$ cat config.mk
export PLATFORM = sky130hd
export DESIGN_NAME = flash_post_delay
export DESIGN_NICKNAME = d
export VERILOG_FILES = /design/src/rtl/flash_pdly_pkg.sv /design/src/rtl/pdly_cmd_decode.sv /design/src/rtl/pdly_target_calc.sv /design/src/rtl/pdly_wait_counter.sv /design/src/rtl/pdly_sus_flag.sv /design/src/rtl/flash_post_delay.sv
export SDC_FILE = /design/constraint.sdc
export NUM_CORES = 1
export LEC_CHECK = 0
export ABC_AREA = 1
export BUFFER_PORTS_ARGS = -buffer_cell sky130_fd_sc_hd__buf_2
export CAP_MARGIN = 20
export CORE_ASPECT_RATIO = 0.6
export CORE_MARGIN = 5
export CORE_UTILIZATION = 45
export DETAILED_ROUTE_END_ITERATION = 8
export PLACE_DENSITY_LB_ADDON = 0.12
export SLEW_MARGIN = 20
export SYNTH_ARGS = -nofsm -noshare
export SYNTH_HDL_FRONTEND = slang
export SYNTH_SLANG_ARGS = --single-unit
$ cat constraint.sdc
create_clock -name clk -period 2 [get_ports clk]
set_clock_uncertainty 0.05 [all_clocks]
set_input_delay 0.1 -clock clk [delete_from_list [all_inputs] [get_ports clk]]
set_output_delay 0.1 -clock clk [all_outputs]
set_load 0.05 [all_outputs]
$ cat src/rtl/flash_pdly_pkg.sv
// Package: shared constants and the command-type encoding for the
// post-delay sequencer. Assumes code values are fixed by the engine.
package flash_pdly_pkg;

    localparam int CODE_W   = 3;
    localparam int NUM_CMDS = 5;

    typedef enum logic [CODE_W-1:0] {
        CMD_DPD   = 3'd0,
        CMD_HPM   = 3'd1,
        CMD_REL   = 3'd2,
        CMD_SUS   = 3'd3,
        CMD_RSM   = 3'd4
    } flash_cmd_e;

    // Result of decoding one done pulse
    typedef struct packed {
        logic wait_req;   // command type asks for a post-delay
        logic scale_hi;   // chosen multiplier is the large one
        logic set_sus;    // raise suspend flag
        logic clr_sus;    // drop suspend flag
    } cmd_dec_t;

endpackage

$ cat src/rtl/pdly_cmd_decode.sv
// Module: pdly_cmd_decode
// Turns the command code plus its per-type scale and enable bits into a
// wait request and suspend-flag actions. Purely combinational.
// Assumes codes at or above NUM_CMDS are "no action".
module pdly_cmd_decode
    import flash_pdly_pkg::*;
#(
    parameter int N_CMDS = NUM_CMDS
) (
    input  logic              cmd_done,
    input  logic [CODE_W-1:0] cmd_code,
    input  logic [N_CMDS-1:0] scale_sel,
    input  logic              sus_wait_en,
    input  logic              res_wait_en,
    output cmd_dec_t          dec
);

    logic known;
    logic scale_pick;

    // Select the scale bit belonging to the current code
    always_comb begin
        known      = 1'b0;
        scale_pick = 1'b0;
        for (int i = 0; i < N_CMDS; i++) begin
            if (cmd_code == i[CODE_W-1:0]) begin
                known      = 1'b1;
                scale_pick = scale_sel[i];
            end
        end
    end

    // Build wait request and flag actions from the code
    always_comb begin
        dec          = '0;
        dec.scale_hi = scale_pick;
        if (cmd_done && known) begin
            unique case (cmd_code)
                CMD_SUS: begin
                    dec.wait_req = sus_wait_en;
                    dec.set_sus  = 1'b1;
                end
                CMD_RSM: begin
                    dec.wait_req = res_wait_en;
                    dec.clr_sus  = 1'b1;
                end
                default: dec.wait_req = 1'b1;
            endcase
        end
    end

endmodule

$ cat src/rtl/pdly_target_calc.sv
// Module: pdly_target_calc
// Scales the shared base value by 2**SHIFT_LO or 2**SHIFT_HI. Both shifts
// are constant, so this is wiring plus one 2:1 mux.
// Assumes CNT_W >= BASE_W + SHIFT_HI.
module pdly_target_calc #(
    parameter int BASE_W   = 10,
    parameter int SHIFT_LO = 2,
    parameter int SHIFT_HI = 8,
    parameter int CNT_W    = BASE_W + SHIFT_HI
) (
    input  logic [BASE_W-1:0] base,
    input  logic              scale_hi,
    output logic [CNT_W-1:0]  target,
    output logic              is_zero
);

    logic [CNT_W-1:0] base_ext;

    // Widen base before shifting so no bits are lost
    always_comb base_ext = CNT_W'(base);

    // Pick the scaled value
    always_comb target = scale_hi ? (base_ext << SHIFT_HI) : (base_ext << SHIFT_LO);

    // Zero base gives zero wait regardless of scale
    always_comb is_zero = (base == '0);

endmodule

$ cat src/rtl/pdly_wait_counter.sv
// Module: pdly_wait_counter
// Captures a target on start and holds busy for exactly that many cycles.
// Assumes start is only honoured while idle and target is nonzero.
module pdly_wait_counter #(
    parameter int CNT_W = 18
) (
    input  logic             clk,
    input  logic             rst_n,
    input  logic             start,
    input  logic [CNT_W-1:0] target,
    output logic             busy
);

    logic [CNT_W-1:0] cnt_q;
    logic [CNT_W-1:0] tgt_q;
    logic             last;

    // Final busy cycle when the count meets the captured target
    always_comb last = busy && (cnt_q == tgt_q);

    // Run the counter and the busy flag
    always_ff @(posedge clk) begin
        if (!rst_n) begin
            busy  <= 1'b0;
            cnt_q <= '0;
            tgt_q <= '0;
        end else if (!busy) begin
            if (start) begin
                busy  <= 1'b1;
                cnt_q <= CNT_W'(1);
                tgt_q <= target;
            end
        end else if (last) begin
            busy  <= 1'b0;
            cnt_q <= '0;
        end else begin
            cnt_q <= cnt_q + CNT_W'(1);
        end
    end

endmodule

$ cat src/rtl/pdly_sus_flag.sv
// Module: pdly_sus_flag
// Holds the suspend status. Set and clear never arrive together.
module pdly_sus_flag (
    input  logic clk,
    input  logic rst_n,
    input  logic set_i,
    input  logic clr_i,
    output logic flag
);

    // Update status on suspend or resume
    always_ff @(posedge clk) begin
        if (!rst_n)     flag <= 1'b0;
        else if (set_i) flag <= 1'b1;
        else if (clr_i) flag <= 1'b0;
    end

endmodule

$ cat src/rtl/flash_post_delay.sv
// Module: flash_post_delay (top)
// Counts a programmable wait after selected flash commands and tracks the
// suspend status. Assumes cmd_done is a single-cycle pulse in the clk domain.
module flash_post_delay
    import flash_pdly_pkg::*;
#(
    parameter int BASE_W   = 10,
    parameter int SHIFT_LO = 2,
    parameter int SHIFT_HI = 8
) (
    input  logic              clk,
    input  logic              rst_n,
    input  logic              cmd_done,
    input  logic [2:0]        cmd_code,
    input  logic [BASE_W-1:0] base_delay,
    input  logic [4:0]        scale_sel,
    input  logic              sus_wait_en,
    input  logic              res_wait_en,
    output logic              busy,
    output logic              suspended
);

    localparam int CNT_W = BASE_W + SHIFT_HI;

    cmd_dec_t         dec;
    logic [CNT_W-1:0] target;
    logic             base_zero;
    logic             start;

    pdly_cmd_decode #(.N_CMDS(NUM_CMDS)) u_dec (
        .cmd_done    (cmd_done),
        .cmd_code    (cmd_code),
        .scale_sel   (scale_sel),
        .sus_wait_en (sus_wait_en),
        .res_wait_en (res_wait_en),
        .dec         (dec)
    );

    pdly_target_calc #(
        .BASE_W   (BASE_W),
        .SHIFT_LO (SHIFT_LO),
        .SHIFT_HI (SHIFT_HI),
        .CNT_W    (CNT_W)
    ) u_tgt (
        .base     (base_delay),
        .scale_hi (dec.scale_hi),
        .target   (target),
        .is_zero  (base_zero)
    );

    // Start a wait only for a nonzero request; busy gating is in the counter
    always_comb start = dec.wait_req && !base_zero;

    pdly_wait_counter #(.CNT_W(CNT_W)) u_cnt (
        .clk    (clk),
        .rst_n  (rst_n),
        .start  (start),
        .target (target),
        .busy   (busy)
    );

    pdly_sus_flag u_flag (
        .clk   (clk),
        .rst_n (rst_n),
        .set_i (dec.set_sus),
        .clr_i (dec.clr_sus),
        .flag  (suspended)
    );

endmodule

# Word-level counts from Yosys, hierarchy flattened
# Index checks and enable logic that the tools add are counted.
[totals] register_bits=38 input_bits=23 output_inout_bits=2 elab_cells=44
[op_classes] add_sub_neg=1 eq_ne=5 mux=24 n_bitwise=1 n_reduce_logical=9
[op_table] op="$mux W18" count=4
[op_table] op="$add A18 B1 Y18 const B" count=1
[op_table] op="$eq A18 B18 Y1" count=1
[op_table] op="$mux W1" count=18
[op_table] op="$logic_not A10 Y1" count=1
[op_table] op="$eq A3 B2 Y1 const B" count=2
[op_table] op="$reduce_bool A2 Y1" count=2
[op_table] op="$eq A3 B1 Y1 const B" count=1
[op_table] op="$eq A3 B3 Y1 const B" count=1
[op_table] op="$logic_and A1 B1 Y1" count=3
[op_table] op="$logic_not A3 Y1" count=1
[op_table] op="$mux W2" count=1
[op_table] op="$pmux W1 S2" count=1
[op_table] op="$reduce_and A2 Y1" count=1
[op_table] op="$logic_not A1 Y1" count=1
[op_table] op="$not A1 Y1" count=1

# Longest topological paths before layout
# Gate-level depths: netlist (run 1).
[depth] ltp_word=11 ltp_mapped=12 mapped_depth_nobuf=12

# Hierarchy
# A second synthesis (run 1) with hierarchy kept.
[unflattened] cells_unflattened=381 area_unflattened_um2=2348.5
[modules_own_cells] mod="pdly_wait_counter" n_inst=1 cells_per_inst=303 area_each_um2=1974.4 seq_area_each_um2=740.7
[modules_own_cells] mod="pdly_target_calc" n_inst=1 cells_per_inst=45 area_each_um2=206.4 seq_area_each_um2=0.0
[modules_own_cells] mod="pdly_cmd_decode" n_inst=1 cells_per_inst=25 area_each_um2=113.9 seq_area_each_um2=0.0
[modules_own_cells] mod="pdly_sus_flag" n_inst=1 cells_per_inst=6 area_each_um2=43.8 seq_area_each_um2=20.0
[modules_own_cells] mod="flash_post_delay" n_inst=1 cells_per_inst=2 area_each_um2=10.0 seq_area_each_um2=0.0

# Least setup slack after synthesis (run 1)
# No wires, ideal clock.
[synth_timing] path_type="flip-flop to flip-flop" startpoint="register u_cnt.busy" endpoint="register u_cnt.cnt_q[10]" setup_ns=0.132 t_arrival_ns=1.435 t_required_ns=1.818 path_slack_ns=0.383 path_stages_with_launch=7 n_path_buf=3 synth_period_minus_slack_ns=1.617 cell_sequence="dfxtp_1 > buf_2 > inv_1 > buf_2 > buf_2 > nand3_1 > a21oi_1"
[synth_between] elab_chain_len=3 elab_cells_between_ends=4 classes_between="mux (2); reduce/logical (2)"
[synth_rtl] item="start, declared" line_no="pdly_wait_counter.sv:11" source="output logic busy"
[synth_rtl] item="start signal, assigned" line_no="pdly_wait_counter.sv:24" source="busy <= 1'b0;"
[synth_rtl] item="start signal, assigned" line_no="pdly_wait_counter.sv:29" source="busy <= 1'b1;"
[synth_rtl] item="start signal, assigned" line_no="pdly_wait_counter.sv:34" source="busy <= 1'b0;"
[synth_rtl] item="$logic_and A1 B1 Y1" line_no="pdly_wait_counter.sv:19" source="always_comb last = busy && (cnt_q == tgt_q);"
[synth_rtl] item="$mux W18" line_no="pdly_wait_counter.sv:33" source="end else if (last) begin"
[synth_rtl] item="$mux W18" line_no="pdly_wait_counter.sv:27" source="end else if (!busy) begin"
[synth_rtl] item="end signal, assigned" line_no="pdly_wait_counter.sv:37" source="cnt_q <= cnt_q + CNT_W'(1);"
[synth_rtl] item="end, declared" line_no="pdly_wait_counter.sv:14" source="logic [CNT_W-1:0] cnt_q;"
# Parallel ways exist; a longest one is shown, timed or not.
# A chain may end at the register's enable or synchronous reset.

# Final worst setup path (run 1)
[layout_timing] startpoint="register u_cnt.cnt_q[0]" endpoint="register u_cnt.cnt_q[16]"
[layout_between] elab_chain_len=4 elab_cells_between_ends=5 classes_between="add/sub (1); eq/ne (1); mux (2); reduce/logical (1)"
[layout_rtl] item="parallel branches: the longest is 2 deep, another holds $add A18 B1 Y18"
[layout_rtl] item="$mux W18 (*)" line_no="pdly_wait_counter.sv:33"
[layout_rtl] item="$mux W18 (*)" line_no="pdly_wait_counter.sv:27"
# Every way passes the cells marked *.

==> results of run 1 <==
[sequential cells by signal (all words and copies together) (netlist names)]
signal	count
u_cnt.cnt_q	18
u_cnt.tgt_q	16
u_flag.flag	1
u_cnt.busy	1
[through the flow]
stage,util,instances
after floorplan,-,402
after global placement,0.499,482
after detailed placement,0.499,482
after CTS,0.521,490
after global routing,0.521,490
final,0.521,490
[worst max-delay path by stage]
stage                                   end  slack, ps  depth (start not counted)
4_1_cts        u_cnt.cnt_q[16]$_SDFFE_PN0P_        280                          8
3_5_place_dp   u_cnt.cnt_q[16]$_SDFFE_PN0P_        300                          8
3_3_place_gp    u_cnt.cnt_q[7]$_SDFFE_PN0P_        320                          9
2_1_floorplan  u_cnt.cnt_q[10]$_SDFFE_PN0P_        380                          6
6_report       u_cnt.cnt_q[16]$_SDFFE_PN0P_        280                          8
5_1_grt        u_cnt.cnt_q[14]$_SDFFE_PN0P_         80                          8
[power groups by stage]
stage	registers [mW]	clock network, mW	logic [mW]
floorplan	0.783	0	0.237
global placement	0.781	0	0.323
detailed placement	0.781	0	0.325
CTS	0.764	0.673	0.326
global route	0.768	0.707	0.369
finish	0.765	0.665	0.331
[kinds of logic after synthesis]
kind of cell,after synthesis,share of synthesized area
AOI/OAI and AO/OA,49,0.104
xor gates and xnor gates,14,0.0507
adders and majority gates,2,0.0103
buffers and inverters,61,0.112
DFF,36,0.298
and+or+nand+nor,240,0.426
[layout make-up]
type                            instances  area [µm²]  area share
Clock buffer                            5        68.8      0.0258
Clock inverter                          3        42.5      0.0159
Inverter                               47         178      0.0665
Multi-Input combinational cell        305        1430       0.535
Sequential cell                        36         721       0.270
Tap cell                               66        82.6      0.0309
Timing Repair Buffer                   28         150      0.0562
[per-layer routing]
metal	part of all wire	wire length, µm	vias to the layer above
met5	0	0	-
met4	0.010	67	0
met3	0.085	550	8
met2	0.36	2350	87
met1	0.54	3520	1117
li1	-	-	1303
[worst max-delay path, stage by stage, from the launching register on]
cell,delay (ps)
dfxtp_1,420
ha_1,220
nand2_1,100
nor2_4,210
nand2_2,100
nor2_1,140
xor2_1,180
nand3_1,90
a21oi_1,130
[synth_stat cells (2+ instances only)]
master | count | share of area
a21oi_1 | 35 | 0.072
buf_2 | 5 | 0.010
buf_4 | 3 | 0.0093
buf_6 | 3 | 0.014
clkbuf_1 | 2 | 0.0031
dfxtp_1 | 36 | 0.30
ha_1 | 2 | 0.010
inv_1 | 41 | 0.064
inv_2 | 4 | 0.0062
nand2_1 | 122 | 0.19
nand2_2 | 7 | 0.018
nand3_1 | 43 | 0.089
nand3_2 | 2 | 0.0083
nand4_1 | 2 | 0.0052
nor2_1 | 56 | 0.087
nor2_2 | 2 | 0.0052
nor2_4 | 2 | 0.0093
o21ai_0 | 12 | 0.025
xor2_1 | 13 | 0.047
==> impl_metrics.toml, run 1 <==
[finish]
nFillCells = 549
mostFrequentLayoutCells = "nand2_1 (122), nor2_1 (56), nand3_1 (43)"
diodes = 0
area_delta_synth_final_pct = 10.4
drive_gt1_frac = 0.134
fin_nets = 448
final_common_cell = "nand2_1"
fin_area_um2 = 2670

[critical_path]
rr_worst_depth = 8
crit_type = "flop to flop"
cp_max_fo = 5
rrSetupSlack_ps = 280
cp.arrival_ps = 1890
startpoint_type = "flop"
r2r_end = "u_cnt.cnt_q[16]$_SDFFE_PN0P_"
rr_startpoint = "u_cnt.cnt_q[0]$_SDFFE_PN0P_"
critPathCaptureType = "flop"
cp.required_ps = 2170
cp-startpoint = "u_cnt.cnt_q[0]$_SDFFE_PN0P_"

[sta]
finalHoldWorstSlack_ps = 15.7
period_minus_slack_ps = 1720
setup_viol = 0
slew_viol_final = 0
period_share = 0.860
slew_headroom = 0.451
worst_slack_ps = 279
final_hold_viol_count = 0
fmax_ghz = 0.581
rsz0062_at_grt = "no"
setup_tns_ps = 0
worst_pin_slew_ps = 818

[yosys]
synth-main-ff-cell = "dfxtp_1"
syn-instance-count = 402
synth_edf_count = 0
yosys_register_bits = 36
syn_avg_cell_area_um2 = 6.02
synthArstFlopShare = 0
netlist_area_um2 = 2420
synth_seq_area_share = 0.298
yosys_warnings = 0
synth.net_count = 427
post_synth_num_cell_types = 29

[power]
swShare = 0.312
pwr-share-clk = 0.378
switchingPower_mw = 0.549
ir_drop_v = 0.000316
pwr-share-comb = 0.188
seq_power_share = 0.434
p_leak_nw = 1.14
powerDensity_nw_per_um2 = 659
p_int_mw = 1.21
total_power_mw = 1.76

[drt]
post_drt_wl_per_cell_um = 13.2
drc = 0
drtIter0Drc = 143
postRouteAntennaNets = 0
vias = 2515
dr.pass1.iters = 5
finalWirelength_mm = 6.49
via_per_inst = 5.13

[floorplanning]
rows = 20
dieArea_um2 = 6990
num_io_pins = 25
die_w_um = 105
start_util = 0.472
die_h_um = 66.8
core_area_um2 = 5130

[cts]
clock_path_buffers = 2
hold_buffers = 0
cts_tree = "yes"
clk_latency_ps = 300
post_cts_buffers = 0
clock-sinks = 36
clk_pin_slew_ps = 80
cts.repair.resized = 0
h-tree-depth = 2
cts-root-buf = "clkbuf_8"
numCtsBuffers = 5

[status]
status = "finished, final reports clean"

[placed_design]
place_ws_ps = 298
io_buffers = 24
dp_hpwl_mm = 4.84
place_area_um2 = 2560
gp_congestion = 0.847

[global_routing]
grt_first_pass_wirelength_mm = 10.7
met2_usage = 0.249
grt_overflow = 0
use_met3 = 0.0387
grt_start_max_net_pins = 28
gr-usage-all-layers = 0.193
globalRoute.busiestLayer = "met1"
antenna_found_initial = 0
use_met1 = 0.308
grt_pass1_vias = 2081

[hold_path]
whs_endpoint = "u_cnt.tgt_q[17]$_SDFFE_PN0P_"
worstHoldPathType = "input port to flop"
worstHoldPathCells = 3
hold_start = "base_delay[9]"

[flow_run]
maxCapViolations = 0
(Power assumes the default switching activity.)
==> inputs of run 2 (changes only) <==
--- a/config.mk
+++ b/config.mk
@@ -10,9 +10,11 @@
 export CAP_MARGIN = 20
 export CORE_ASPECT_RATIO = 0.6
 export CORE_MARGIN = 5
-export CORE_UTILIZATION = 45
+export CORE_UTILIZATION = 35
 export DETAILED_ROUTE_END_ITERATION = 8
+export GPL_TIMING_DRIVEN = 0
 export PLACE_DENSITY_LB_ADDON = 0.12
+export RECOVER_POWER = 50
 export SLEW_MARGIN = 20
 export SYNTH_ARGS = -nofsm -noshare
 export SYNTH_HDL_FRONTEND = slang
==> run 2 against run 1 <==
  * Combinational power grew 4%
  * Utilization shrank 11 points
  * Sequential cell count is the same
  * First-iteration DRC count grew 12%
  * Global-route usage shrank 2.0 points
  * Clock power grew 21%
==> impl_metrics.toml, run 2 (synthesis results as in run 1) <==
[status]
status = "finished, final reports clean"

[sta]
rsz0062_at_grt = "no"
setup_viol = 0
slew_viol_final = 0
setup_tns_ps = 0
final_hold_viol_count = 0
period_minus_slack_ps = 1800
worst_pin_slew_ps = 624
worst_slack_ps = 204
fmax_ghz = 0.557
slew_headroom = 0.586
period_share = 0.898

[critical_path]
critPathCaptureType = "flop"
cpMaxStageDelayCell = "dfxtp_1"
crit_top_cell = "nand2_1"
rr_worst_depth = 9
cp.required_ps = 2100
cp_max_fo = 7
path_cells = "inv_1 -> nand2_1 -> nand2_1 -> nor2_1 -> nand2_1 -> nor2_1 -> nand3_1 -> nand3_1 -> a21oi_1"
startpoint_type = "flop"
crit_type = "flop to flop"
cpPeakStageDelay_ps = 480
cp.arrival_ps = 1900

[cts]
hold_buffers = 0
cts_tree = "yes"
cts-root-buf = "clkbuf_16"
h-tree-depth = 2
numCtsBuffers = 5
clk_pin_slew_ps = 60
clock_path_buffers = 2
clk_latency_ps = 290
clock-sinks = 36
post_cts_buffers = 0
cts.repair.resized = 0

[finish]
largestRegisters = "u_cnt.cnt_q x18, u_cnt.tgt_q x16"
drive_gt1_frac = 0.136
mostFrequentLayoutCells = "nand2_1 (122), nor2_1 (56), nand3_1 (43)"
utilization = 0.414
diodes = 0
regMostFlops = "u_cnt.cnt_q"
largest_reg_flops = 18
final_common_cell = "nand2_1"
fin_nets = 457
area_delta_synth_final_pct = 14.8

[drt]
drtIter0Drc = 160
finalWirelength_mm = 7.17
drc = 0
vias = 2529
via_per_inst = 4.86
postRouteAntennaNets = 0
post_drt_wl_per_cell_um = 13.8
dr.pass1.iters = 5

[floorplanning]
die_h_um = 74.4
rows = 23
num_io_pins = 25
dieArea_um2 = 8730
die_w_um = 117
start_util = 0.361
core_area_um2 = 6710

[hold_path]
worstHoldPathType = "input port to flop"
worstHoldPathCells = 3

[power]
ir_drop_v = 0.000539
p_leak_nw = 1.18
powerDensity_nw_per_um2 = 688

[flow_run]
maxCapViolations = 0

[global_routing]
grt_overflow = 0
grt_start_max_net_pins = 12
grt_pass1_vias = 2287
gr-usage-all-layers = 0.173
antenna_found_initial = 0
grt_first_pass_wirelength_mm = 11.8

[placed_design]
place_ws_ps = 220
gp_congestion = 0.849
dp_hpwl_mm = 5.72
io_buffers = 23
[run 2: changes by cell type in the layout (fill, tap and decap cells not counted), sizes merged]
cell      change
buf           +1
bufinv        -1
clkbuf        +9
clkinv        +1
clkinvlp      -1
[run 2: path summary, 6_finish.rpt]
kind / from / end / slack (ps)
max reg2reg: u_cnt.cnt_q[5]$_SDFFE_PN0P_ / u_cnt.cnt_q[15]$_SDFFE_PN0P_ / 200
max: u_cnt.cnt_q[5]$_SDFFE_PN0P_ / u_cnt.cnt_q[15]$_SDFFE_PN0P_ / 200
min: base_delay[6] / u_cnt.tgt_q[14]$_SDFFE_PN0P_ / 50
min reg2reg: u_flag.flag$_SDFFE_PN0P_ / u_flag.flag$_SDFFE_PN0P_ / 410
[run 2: layout make-up]
type	count	area [µm²]
fill	741	3930
inverter	47	178
clock inverter	2	10.0
sequential	36	721
multi-input combinational	305	1430
buffer	14	81.3
tap	87	109
timing repair buffer	23	113
clock buffer	6	139
[run 2: metal layers]
layer	wire length [µm]	track usage	up-vias
met2	2600	0.229	55
met3	664	0.0471	5
met1	3860	0.271	1145
met5	0	0	-
met4	47	0.0386	0
li1	-	-	1324
[run 2: worst max-delay path: cells and delay by family (launching register included)]
kind                   cells  cell delay (ps)
AND/OR/NAND/NOR            7              910
flip-flops                 1              480
buffers and inverters      1              160
AO/OA/AOI/OAI              1               70
[run 2: where the power goes]
| group | switching [mW] | total [mW] | internal, mW |
|---|---|---|---|
| logic | 0.231 | 0.345 | 0.114 |
| clock network | 0.311 | 0.802 | 0.491 |
| registers | 0.0228 | 0.766 | 0.743 |
| total | 0.565 | 1.91 | 1.35 |
[run 2: through the flow]
step	std cells	total power [mW]	hold WS (ps)	instance area [µm²]
after floorplan	402	1.02	204	2420
after global placement	512	1.13	334	2640
after detailed placement	512	1.13	347	2640
after CTS	520	1.94	43.7	2790
after global routing	520	2.02	60.2	2780
final	520	1.91	50.3	2780
